**config.mk**
```make
export PLATFORM = sky130hd
export DESIGN_NAME = sqrt_csel_adder
export DESIGN_NICKNAME = d
export VERILOG_FILES = /design/src/rtl/csel_pkg.sv /design/src/rtl/csel_ripple.sv /design/src/rtl/csel_group.sv /design/src/rtl/sqrt_csel_adder.sv
export SDC_FILE = /design/constraint.sdc
export NUM_CORES = 1
export LEC_CHECK = 0
export ABC_AREA = 0
export BUFFER_PORTS_ARGS = -buffer_cell sky130_fd_sc_hd__clkbuf_2
export CORE_MARGIN = 2
export CORE_UTILIZATION = 35
export CTS_CLUSTER_DIAMETER = 40
export CTS_CLUSTER_SIZE = 12
export DETAILED_ROUTE_END_ITERATION = 6
export PLACE_DENSITY = 0.64
export SYNTH_ARGS = -nofsm -noshare
export SYNTH_HDL_FRONTEND = slang
export SYNTH_SLANG_ARGS = --single-unit
```
**constraint.sdc**
```tcl
create_clock -name clk_i -period 0.8 [get_ports clk_i]
set_input_delay 0.12 -clock clk_i [delete_from_list [all_inputs] [get_ports clk_i]]
set_output_delay 0.12 -clock clk_i [all_outputs]
set_load 0.1 [all_outputs]
```
**src/rtl/csel_pkg.sv**
```systemverilog
package csel_pkg;
  // lsb position of slice idx when slices grow by one bit from base width w0
  function automatic int grp_lsb(input int w0, input int idx);
    return idx * w0 + (idx * (idx - 1)) / 2;
  endfunction

  function automatic int grp_width(input int w0, input int idx);
    return w0 + idx;
  endfunction
endpackage

```
**src/rtl/csel_ripple.sv**
```systemverilog
module csel_ripple #(
  parameter int W = 4
) (
  input  logic [W-1:0] a_i,
  input  logic [W-1:0] b_i,
  input  logic         ci_i,
  output logic [W-1:0] s_o,
  output logic         co_o
);
  logic [W:0] c;
  assign c[0] = ci_i;

  for (genvar i = 0; i < W; i++) begin : g_fa
    assign s_o[i]   = a_i[i] ^ b_i[i] ^ c[i];
    assign c[i+1]   = (a_i[i] & b_i[i]) | (c[i] & (a_i[i] ^ b_i[i]));
  end

  assign co_o = c[W];
endmodule

```
**src/rtl/csel_group.sv**
```systemverilog
module csel_group #(
  parameter int W = 5
) (
  input  logic         clk_i,
  input  logic         rst_ni,
  input  logic [W-1:0] a_i,
  input  logic [W-1:0] b_i,
  input  logic         sel_i,
  output logic [W-1:0] s_o,
  output logic         co_o
);
  logic [W-1:0] s0, s1;
  logic         c0, c1;

  csel_ripple #(.W(W)) u_path0 (.a_i(a_i), .b_i(b_i), .ci_i(1'b0), .s_o(s0), .co_o(c0));
  csel_ripple #(.W(W)) u_path1 (.a_i(a_i), .b_i(b_i), .ci_i(1'b1), .s_o(s1), .co_o(c1));

  assign s_o  = sel_i ? s1 : s0;
  assign co_o = sel_i ? c1 : c0;

  // both candidates differ by exactly one
  p_dual_offset_r7: assert property (@(posedge clk_i) disable iff (!rst_ni)
    {c1, s1} == {c0, s0} + (W+1)'(1));

  // carry with cin=0 implies carry with cin=1
  p_carry_order_r7: assert property (@(posedge clk_i) disable iff (!rst_ni)
    c0 |-> c1);
endmodule

```
**src/rtl/sqrt_csel_adder.sv**
```systemverilog
module sqrt_csel_adder
  import csel_pkg::*;
#(
  parameter int BASE_W  = 4,
  parameter int NUM_GRP = 3,
  parameter bit REG_OUT = 1'b1,
  localparam int W      = grp_lsb(BASE_W, NUM_GRP)
) (
  input  logic         clk_i,
  input  logic         rst_ni,
  input  logic [W-1:0] a_i,
  input  logic [W-1:0] b_i,
  input  logic         cin_i,
  output logic [W-1:0] sum_o,
  output logic         cout_o
);
  logic [NUM_GRP:0] gc;
  logic [W-1:0]     sum_c;

  csel_ripple #(.W(BASE_W)) u_grp0 (
    .a_i (a_i[BASE_W-1:0]),
    .b_i (b_i[BASE_W-1:0]),
    .ci_i(cin_i),
    .s_o (sum_c[BASE_W-1:0]),
    .co_o(gc[1])
  );
  assign gc[0] = cin_i;

  for (genvar g = 1; g < NUM_GRP; g++) begin : g_sel
    localparam int LO = grp_lsb(BASE_W, g);
    localparam int GW = grp_width(BASE_W, g);
    csel_group #(.W(GW)) u_grp (
      .clk_i (clk_i),
      .rst_ni(rst_ni),
      .a_i   (a_i[LO+GW-1:LO]),
      .b_i   (b_i[LO+GW-1:LO]),
      .sel_i (gc[g]),
      .s_o   (sum_c[LO+GW-1:LO]),
      .co_o  (gc[g+1])
    );
  end

  if (REG_OUT) begin : g_reg
    logic armed;
    logic [W:0] prev_res;
    always_ff @(posedge clk_i or negedge rst_ni) begin
      if (!rst_ni) begin
        sum_o  <= '0;
        cout_o <= 1'b0;
        armed  <= 1'b0;
        prev_res <= '0;
      end else begin
        sum_o  <= sum_c;
        cout_o <= gc[NUM_GRP];
        armed  <= 1'b1;
        prev_res <= {1'b0, a_i} + {1'b0, b_i} + (W+1)'(cin_i);
      end
    end

    p_latency_r6: assert property (@(posedge clk_i) disable iff (!rst_ni)
      armed |-> ({cout_o, sum_o} == prev_res));
  end else begin : g_comb
    assign sum_o  = sum_c;
    assign cout_o = gc[NUM_GRP];
  end

  p_exact_sum_r1: assert property (@(posedge clk_i) disable iff (!rst_ni)
    {gc[NUM_GRP], sum_c} == {1'b0, a_i} + {1'b0, b_i} + (W+1)'(cin_i));

  p_full_prop_r5: assert property (@(posedge clk_i) disable iff (!rst_ni)
    ((a_i ^ b_i) == {W{1'b1}} && cin_i) |-> (gc[NUM_GRP] && sum_c == '0));
endmodule

```
## Word level (Yosys, flattened, before mapping)

Cells that the tools add are included.
W data, S select, Z words.

- Bitwise operators: 100
- Muxes and demuxes: 4

Operators with widths:

| kind | number |
|---|---|
| $and A1 B1 Y1 | 37 |
| $xor A1 B1 Y1 | 37 |
| $or A1 B1 Y1 | 24 |
| $mux W6 | 1 |
| $mux W5 | 1 |
| $mux W1 | 2 |
| $not A1 Y1 | 2 |

- Word-level logic and storage cells: 106
- Output and inout bits: 16
- Register bits after elaboration: 16
- Bits of input ports: 33

## Longest topological paths before layout

Gate-level depths: netlist of the first run.

- Depth after elaboration: 13
- Gate-level depth with buffers: 20
- Mapped depth without buffers: 20

## Cells and area by module

Synthesis of the first run repeated with hierarchy kept, for this count alone.

- Cell total of the unflattened synthesis: 111
- Area, all modules: 1,341.3 µm²

By module, submodules not included:

| module | area an instance (µm²) | cells each | sequential area each (µm²) | instances |
|---|---|---|---|---|
| sqrt_csel_adder | 400.4 | 16 | 400.4 | 1 |
| csel_ripple (g_sel[2].u_grp.u_path0 ...) | 157.7 | 16 | 0.0 | 2 |
| csel_ripple (g_sel[1].u_grp.u_path0 ...) | 137.6 | 15 | 0.0 | 2 |
| csel_group (g_sel[2].u_grp) | 123.9 | 10 | 0.0 | 1 |
| csel_ripple (u_grp0) | 117.6 | 14 | 0.0 | 1 |
| csel_group (g_sel[1].u_grp) | 108.9 | 9 | 0.0 | 1 |

## Least setup slack after synthesis of the first run

Ideal clock, no wire load.

- Kind: input to register
- Start point: input a_i[0]
- End point: register sum_o[14]
- Path buffers: 0
- Data arrival time: 5,162 ps
- Stages on the path: 20
- Path slack: -4,426 ps
- Library setup time: 64 ps
- Data required time: 736 ps
- Cells stage by stage: fa_1 > fa_1 > fa_1 > inv_1 > fa_1 > mux2i_1 > fa_1 > inv_1 > fa_1 > fa_1 > fa_1 > mux2i_1 > fa_1 > inv_1 > fa_1 > fa_1 > fa_1 > inv_1 > fa_1 > inv_1

- Longest elaborated chain between the ends: 11
- Elaborated cells between the ends (all ways): 12
- Those cells by class: mux (2); bitwise (10)

Ends and longest elaborated chain:

| what | line | text |
|---|---|---|
| start, declared | sqrt_csel_adder.sv:11 | `input logic [W-1:0] a_i,` |
| $xor A1 B1 Y1 | csel_ripple.sv:15 | `assign c[i+1] = (a_i[i] & b_i[i]) \| (c[i] & (a_i[i] ^ b_i[i]));` |
| $and A1 B1 Y1 | csel_ripple.sv:15 |  |
| $or A1 B1 Y1 (*) | csel_ripple.sv:15 |  |
| $and A1 B1 Y1 (*) | csel_ripple.sv:15 |  |
| $or A1 B1 Y1 (*) | csel_ripple.sv:15 |  |
| $and A1 B1 Y1 (*) | csel_ripple.sv:15 |  |
| $or A1 B1 Y1 (*) | csel_ripple.sv:15 |  |
| $and A1 B1 Y1 (*) | csel_ripple.sv:15 |  |
| $or A1 B1 Y1 (*) | csel_ripple.sv:15 |  |
| $mux W1 (*) | csel_group.sv:19 | `assign co_o = sel_i ? c1 : c0;` |
| $mux W6 (*) | csel_group.sv:18 | `assign s_o = sel_i ? s1 : s0;` |
| via g_sel[2].u_grp.s_o[5] | csel_group.sv:9 | `output logic [W-1:0] s_o,` |
| end signal, assigned | sqrt_csel_adder.sv:53 | `sum_o <= sum_c;` |
| end, declared | sqrt_csel_adder.sv:14 | `output logic [W-1:0] sum_o,` |

Mark *: on every way through the listed nets, which the timed path passes. The rest lies on a longest branch.

## Worst setup path in the final report of the first run

- Start point: input cin_i
- End point: register sum_o[14]

- Longest elaborated chain between the ends: 10

Ends and longest elaborated chain:

| what | line | text |
|---|---|---|
| start, declared | sqrt_csel_adder.sv:13 | `input logic cin_i,` |
| $and A1 B1 Y1 | csel_ripple.sv:15 |  |
| $or A1 B1 Y1 | csel_ripple.sv:15 |  |
| $and A1 B1 Y1 | csel_ripple.sv:15 |  |
| $or A1 B1 Y1 | csel_ripple.sv:15 |  |
| $and A1 B1 Y1 | csel_ripple.sv:15 |  |
| $or A1 B1 Y1 | csel_ripple.sv:15 |  |
| $and A1 B1 Y1 | csel_ripple.sv:15 |  |
| $or A1 B1 Y1 | csel_ripple.sv:15 |  |
| $mux W1 | csel_group.sv:19 |  |
| $mux W6 | csel_group.sv:18 |  |
| via g_sel[2].u_grp.s_o[5] | csel_group.sv:9 |  |

The timed path passes the listed nets, and every way through them passes these cells.

==> qor.csv, run 1 <==
metric;value;unit
drt_iter0_markers;0;
grt_pass1_wl;2.52;mm
yosys_warnings;0;
die_w;52.8;um
violations;setup timing;
fin_crit;4.88;ns
cpMostUsedCell;fa_2;
fmax;0.205;GHz
wl_per_cell;11.7;um
diodes;0;
crit_chain;buf_6, fa_2, fa_2, fa_2, inv_2, fa_2, mux2i_2, fa_2, inv_2, fa_2, fa_2, fa_2, mux2i_2, fa_2, inv_2, fa_2, fa_2, fa_2, inv_2, fa_1, inv_1;
max_stage_delay;0.40;ns
rsz0062_at_grt;true;
n_fill_cell;178;
drive_above_1_share;0.786;
area_growth;78.9;%
clkTransAtPathRegs;0.10;ns
power_density;2650;nW/um^2
syn_area;835;um^2
via_count;584;
crit_slowest_cell;fa_1;
syn_nets;110;
numCtsBuffers;3;
setup_viol;31;
antenna_found_initial;0;
cts_sinks;16;
via_per_inst;4.03;
cts_max_level;1;
grt-ovfl-total;0;
post-dp-hpwl;1.48;mm
grt_max_degree;17;
seq_area_frac_synth;0.480;
hp-class;in -> reg;
regArea;419;um^2
end_kind;flip-flop;
tns;-35.83;ns
clockBufferDepth;2;
core;2230;um^2
start_util;0.374;
fp.dieArea;2790;um^2
fin_util;0.668;
worst_ep_arrival_time;5.11;ns
drt-total-wl;1.70;mm
post_synth_num_cell_types;7;
ys_ff_latch;16;
gp_congestion;0.624;
fin_nets;168;
setup_slack;-4.08;ns
first_global_vias;621;
peakVddDrop;1.43;mV
worstPathRequired;1.03;ns
hold_violations;0;
cts_root_buf;clkbuf_4;
io_pins;49;
ant_nets;0;
crit_path_max_fanout;2;
cts_tree;done;
cp_num_buf_inv;6;
num_rows;17;
worst_slew_pin_slew;0.379;ns
worstSetupPathType;in -> reg;
pre_cts_slack;-4.65;ns
drv_cap;0;
status;complete, but fails checks;
maxSlewViolCount;0;
postSynthCellCount;60;
port_buffers;48;
crit_family;adder cells;
maxSlewHeadroom;0.747;
drt_pass1_iterations;1;
fp.dieH;52.8;um
postSynthAreaPerCell;13.9;um^2
power.total;3.96;mW
startpoint_type;input pin;
multiInputGateArea;385;um^2
grt.total_usage;0.138;
p_leak;0.744;nW
drcViolationCount;0;
min_period_over_period;6.10;
## cells in the final DEF, fill, tap and decap left out
| cell type | Yosys | routed |
|---|---|---|
| xor2_1 | 1 | 1 |
| xnor2_1 | 1 | 1 |
| clkbuf_2 | 0 | 31 |
| buf_12 | 0 | 16 |
| ha_1 | 4 | 4 |
| dfrtp_1 | 16 | 1 |
| dfrtp_2 | 0 | 15 |
| clkbuf_8 | 0 | 1 |
| mux2i_2 | 0 | 2 |
| buf_4 | 0 | 3 |
| inv_1 | 23 | 16 |
| dlygate4sd3_1 | 0 | 1 |
| inv_2 | 0 | 7 |
| buf_6 | 0 | 2 |
| fa_2 | 0 | 12 |
| fa_1 | 13 | 1 |
| clkbuf_4 | 0 | 3 |
## repair_timing
action,in CTS,in global routing
endpoints found under the setup margin,31,31
cloned,0,0
buffers inserted,1,2
hold endpoints to repair,16,0
pin swaps,7,0
hold buffers,1,0
resized for setup,5,4
## stage by stage
step,cell area [um^2],hold WS [ns],std cells
5_1_grt,1490,0.126,145
3_5_place_dp,1410,0.0611,137
2_1_floorplan,883,-0.176,60
6_report,1490,0.135,145
3_3_place_gp,1410,0.0556,137
4_1_cts,1470,0.134,143
## area by class of cell
| type | count | share of cell area |
|---|---|---|
| clock buffers | 4 | 0.0243 |
| multi-input cells | 21 | 0.258 |
| repair buffers | 53 | 0.355 |
| inverters | 23 | 0.0578 |
| well taps | 28 | 0.0235 |
| flip-flops and latches | 16 | 0.281 |
## metal layers
layer / part of all wire / wire, um / global-route usage
met4: 0.016 / 27 / 0.103
met5: 0 / 0 / 0
met3: 0.064 / 109 / 0.0171
met2: 0.64 / 1090 / 0.275
met1: 0.28 / 474 / 0.120
## power breakdown
group	switching, mW	internal, mW	leakage, nW
clock network	0.270	0.277	0.0210
registers	0.136	0.994	0.172
logic	1.45	0.832	0.551
total	1.86	2.10	0.744
## cell families after synthesis
family / count (synthesis) / synth area share
adders and majority gates: 17 / 0.372
muxes: 2 / 0.0240
buffers and inverters: 23 / 0.103
DFF: 16 / 0.480
xor gates and xnor gates: 2 / 0.0210
## cell usage after synthesis, drive strengths merged
master	n	share of area
fa	13	0.31
ha	4	0.060
dfrtp	16	0.48
inv	23	0.10
xnor2	1	0.010
mux2i	2	0.024
xor2	1	0.010
## state kept, by name (all words and copies together) (netlist names)
name,flops
sum_o,15
cout_o,1
## final timing paths
path | start | end | slack [ns] | cells past startpoint
max in group asynchronous | rst_ni | sum_o[11]$_DFF_PN0_ | 0.23 | 2
worst max-delay path | cin_i | sum_o[14]$_DFF_PN0_ | -4.08 | 21
worst min-delay path | cin_i | sum_o[0]$_DFF_PN0_ | 0.14 | 2
min in group asynchronous | rst_ni | sum_o[9]$_DFF_PN0_ | 0.28 | 2
Note: power is estimated with default switching activity, not from simulation.
==> run 2, diff against run 1 <==
SLEW_MARGIN = 10   (was default)
clock period = 5.45 ns   (was 0.8 ns; I/O delays follow)
==> qor.csv, run 2 (synthesis gave the netlist of run 1 again) <==
metric;value;unit
core;2230;um^2
grt.total_usage;0.113;
cts_root_buf;clkbuf_4;
end_kind;flip-flop;
worstPathRequired;5.67;ns
drt_pass1_iterations;1;
port_buffers;48;
hold_violations;0;
hp-class;in -> async;
violations;setup timing;
reg_top3;sum_o: 15 flops, cout_o: 1 flops;
power.total;0.460;mW
final_common_cell;clkbuf_2;
placed_area;1140;um^2
start_util;0.374;
final_cell_mix;47 x clkbuf_2, 19 x inv_1, 16 x dfrtp_1;
grt_max_degree;17;
cts_hold_buf;0;
die_w;52.8;um
cts_tree;done;
power.share.switching;0.542;
startpoint;cin_i;
drv_cap;0;
min_period_over_period;1.02;
fin_nets;165;
cts_sinks;16;
intPower;0.211;mW
drcViolationCount;0;
p_leak;0.656;nW
cts_max_level;1;
largest_reg_flops;15;
fmax;0.180;GHz
clockBufferDepth;2;
io_pins;49;
maxSlewHeadroom;0.636;
n_fill_cell;226;
num_rows;17;
status;complete, but fails checks;
worstSetupPathType;in -> reg;
grt_pass1_wl;2.13;mm
setup_viol;1;
ant_nets;0;
worst_ep_arrival_time;5.78;ns
p_seq_frac;0.320;
peakVddDrop;0.166;mV
via_per_inst;3.97;
drt_iter0_markers;0;
gp_congestion;0.648;
fp.dieArea;2790;um^2
p_sw;0.249;mW
area_growth;42.7;%
first_global_vias;532;
design_area;1190;um^2
via_count;560;
setup_slack;-0.105;ns
wl_per_cell;9.70;um
drt-total-wl;1.37;mm
worst_slew_pin_slew;0.549;ns
numCtsBuffers;3;
post-dp-hpwl;1.25;mm
rsz0062_at_grt;true;
multiInputGateArea;385;um^2
fin_crit;5.56;ns
largest-register;sum_o;
antenna_found_initial;0;
p_clk_frac;0.127;
power_density;386;nW/um^2
diodes;0;
startpoint_type;input pin;
drive_above_1_share;0.628;
maxSlewViolCount;0;
crit_path_max_fanout;2;
grt-ovfl-total;0;
fp.dieH;52.8;um
regArea;400;um^2
clkTransAtPathRegs;0.09;ns
p_comb_frac;0.553;
## run 2: power groups by stage
stage	Sequential [mW]	Combinational, mW	Clock [mW]
after floorplan	0.322	0.0296	0
after global placement	0.150	0.250	0
after detailed placement	0.150	0.254	0
after CTS	0.148	0.258	0.0613
after global routing	0.149	0.268	0.0672
final	0.147	0.254	0.0583
## run 2: critical path: stages
cell and delay [ns]:
buf_6 0.09, fa_2 0.38, fa_2 0.34, fa_2 0.34, inv_2 0.06, fa_2 0.21, mux2i_2 0.23, fa_2 0.23
inv_2 0.04, fa_2 0.33, fa_2 0.35, fa_2 0.37, mux2i_2 0.20, fa_2 0.22, inv_2 0.05, fa_2 0.33
fa_2 0.34, fa_2 0.34, inv_2 0.06, fa_1 0.39, inv_1 0.06
## run 2: how the worst max path moves through the flow
stage                     cells past startpoint             endpoint
after floorplan                              20  sum_o[14]$_DFF_PN0_
after global placement                       21  sum_o[14]$_DFF_PN0_
after detailed placement                     21  sum_o[14]$_DFF_PN0_
after CTS                                    21  sum_o[14]$_DFF_PN0_
after global routing                         21  sum_o[14]$_DFF_PN0_
final                                        21  sum_o[14]$_DFF_PN0_
## run 2: metal layers
layer  vias up  share of wire  track usage  routed length, um
li1        270              -            -                  -
met4         0          0.020       0.0769                 27
met5         -              0            0                  0
met3         2          0.078       0.0200                107
met1       262           0.32        0.107                439
met2        26           0.58        0.215                794
## run 2: cell type report
type	instances	share of cell area
flip-flops and latches	16	0.336
multi-input cells	21	0.324
repair buffers	50	0.220
inverters	23	0.0725
well taps	28	0.0294
clock buffers	3	0.0189
## run 2: timing repair
action                     4_1_cts  5_1_grt
pin swaps                        7        0
setup buffers                    2        0
resized for setup                4        1
setup endpoints to repair        3        2
## run 2: metrics by stage
stage / cells / hold WS, ns / util / setup slack, ns / TNS (ns)
CTS: 141 / 0.454 / 0.531 / -0.151 / -0.151
floorplan: 60 / 0.522 / - / -0.327 / -0.447
finish: 141 / 0.442 / 0.533 / -0.105 / -0.105
global placement: 136 / 0.753 / 0.510 / -0.575 / -1.18
global route: 141 / 0.464 / 0.533 / -0.268 / -0.300
detailed placement: 136 / 0.760 / 0.510 / -0.639 / -1.37
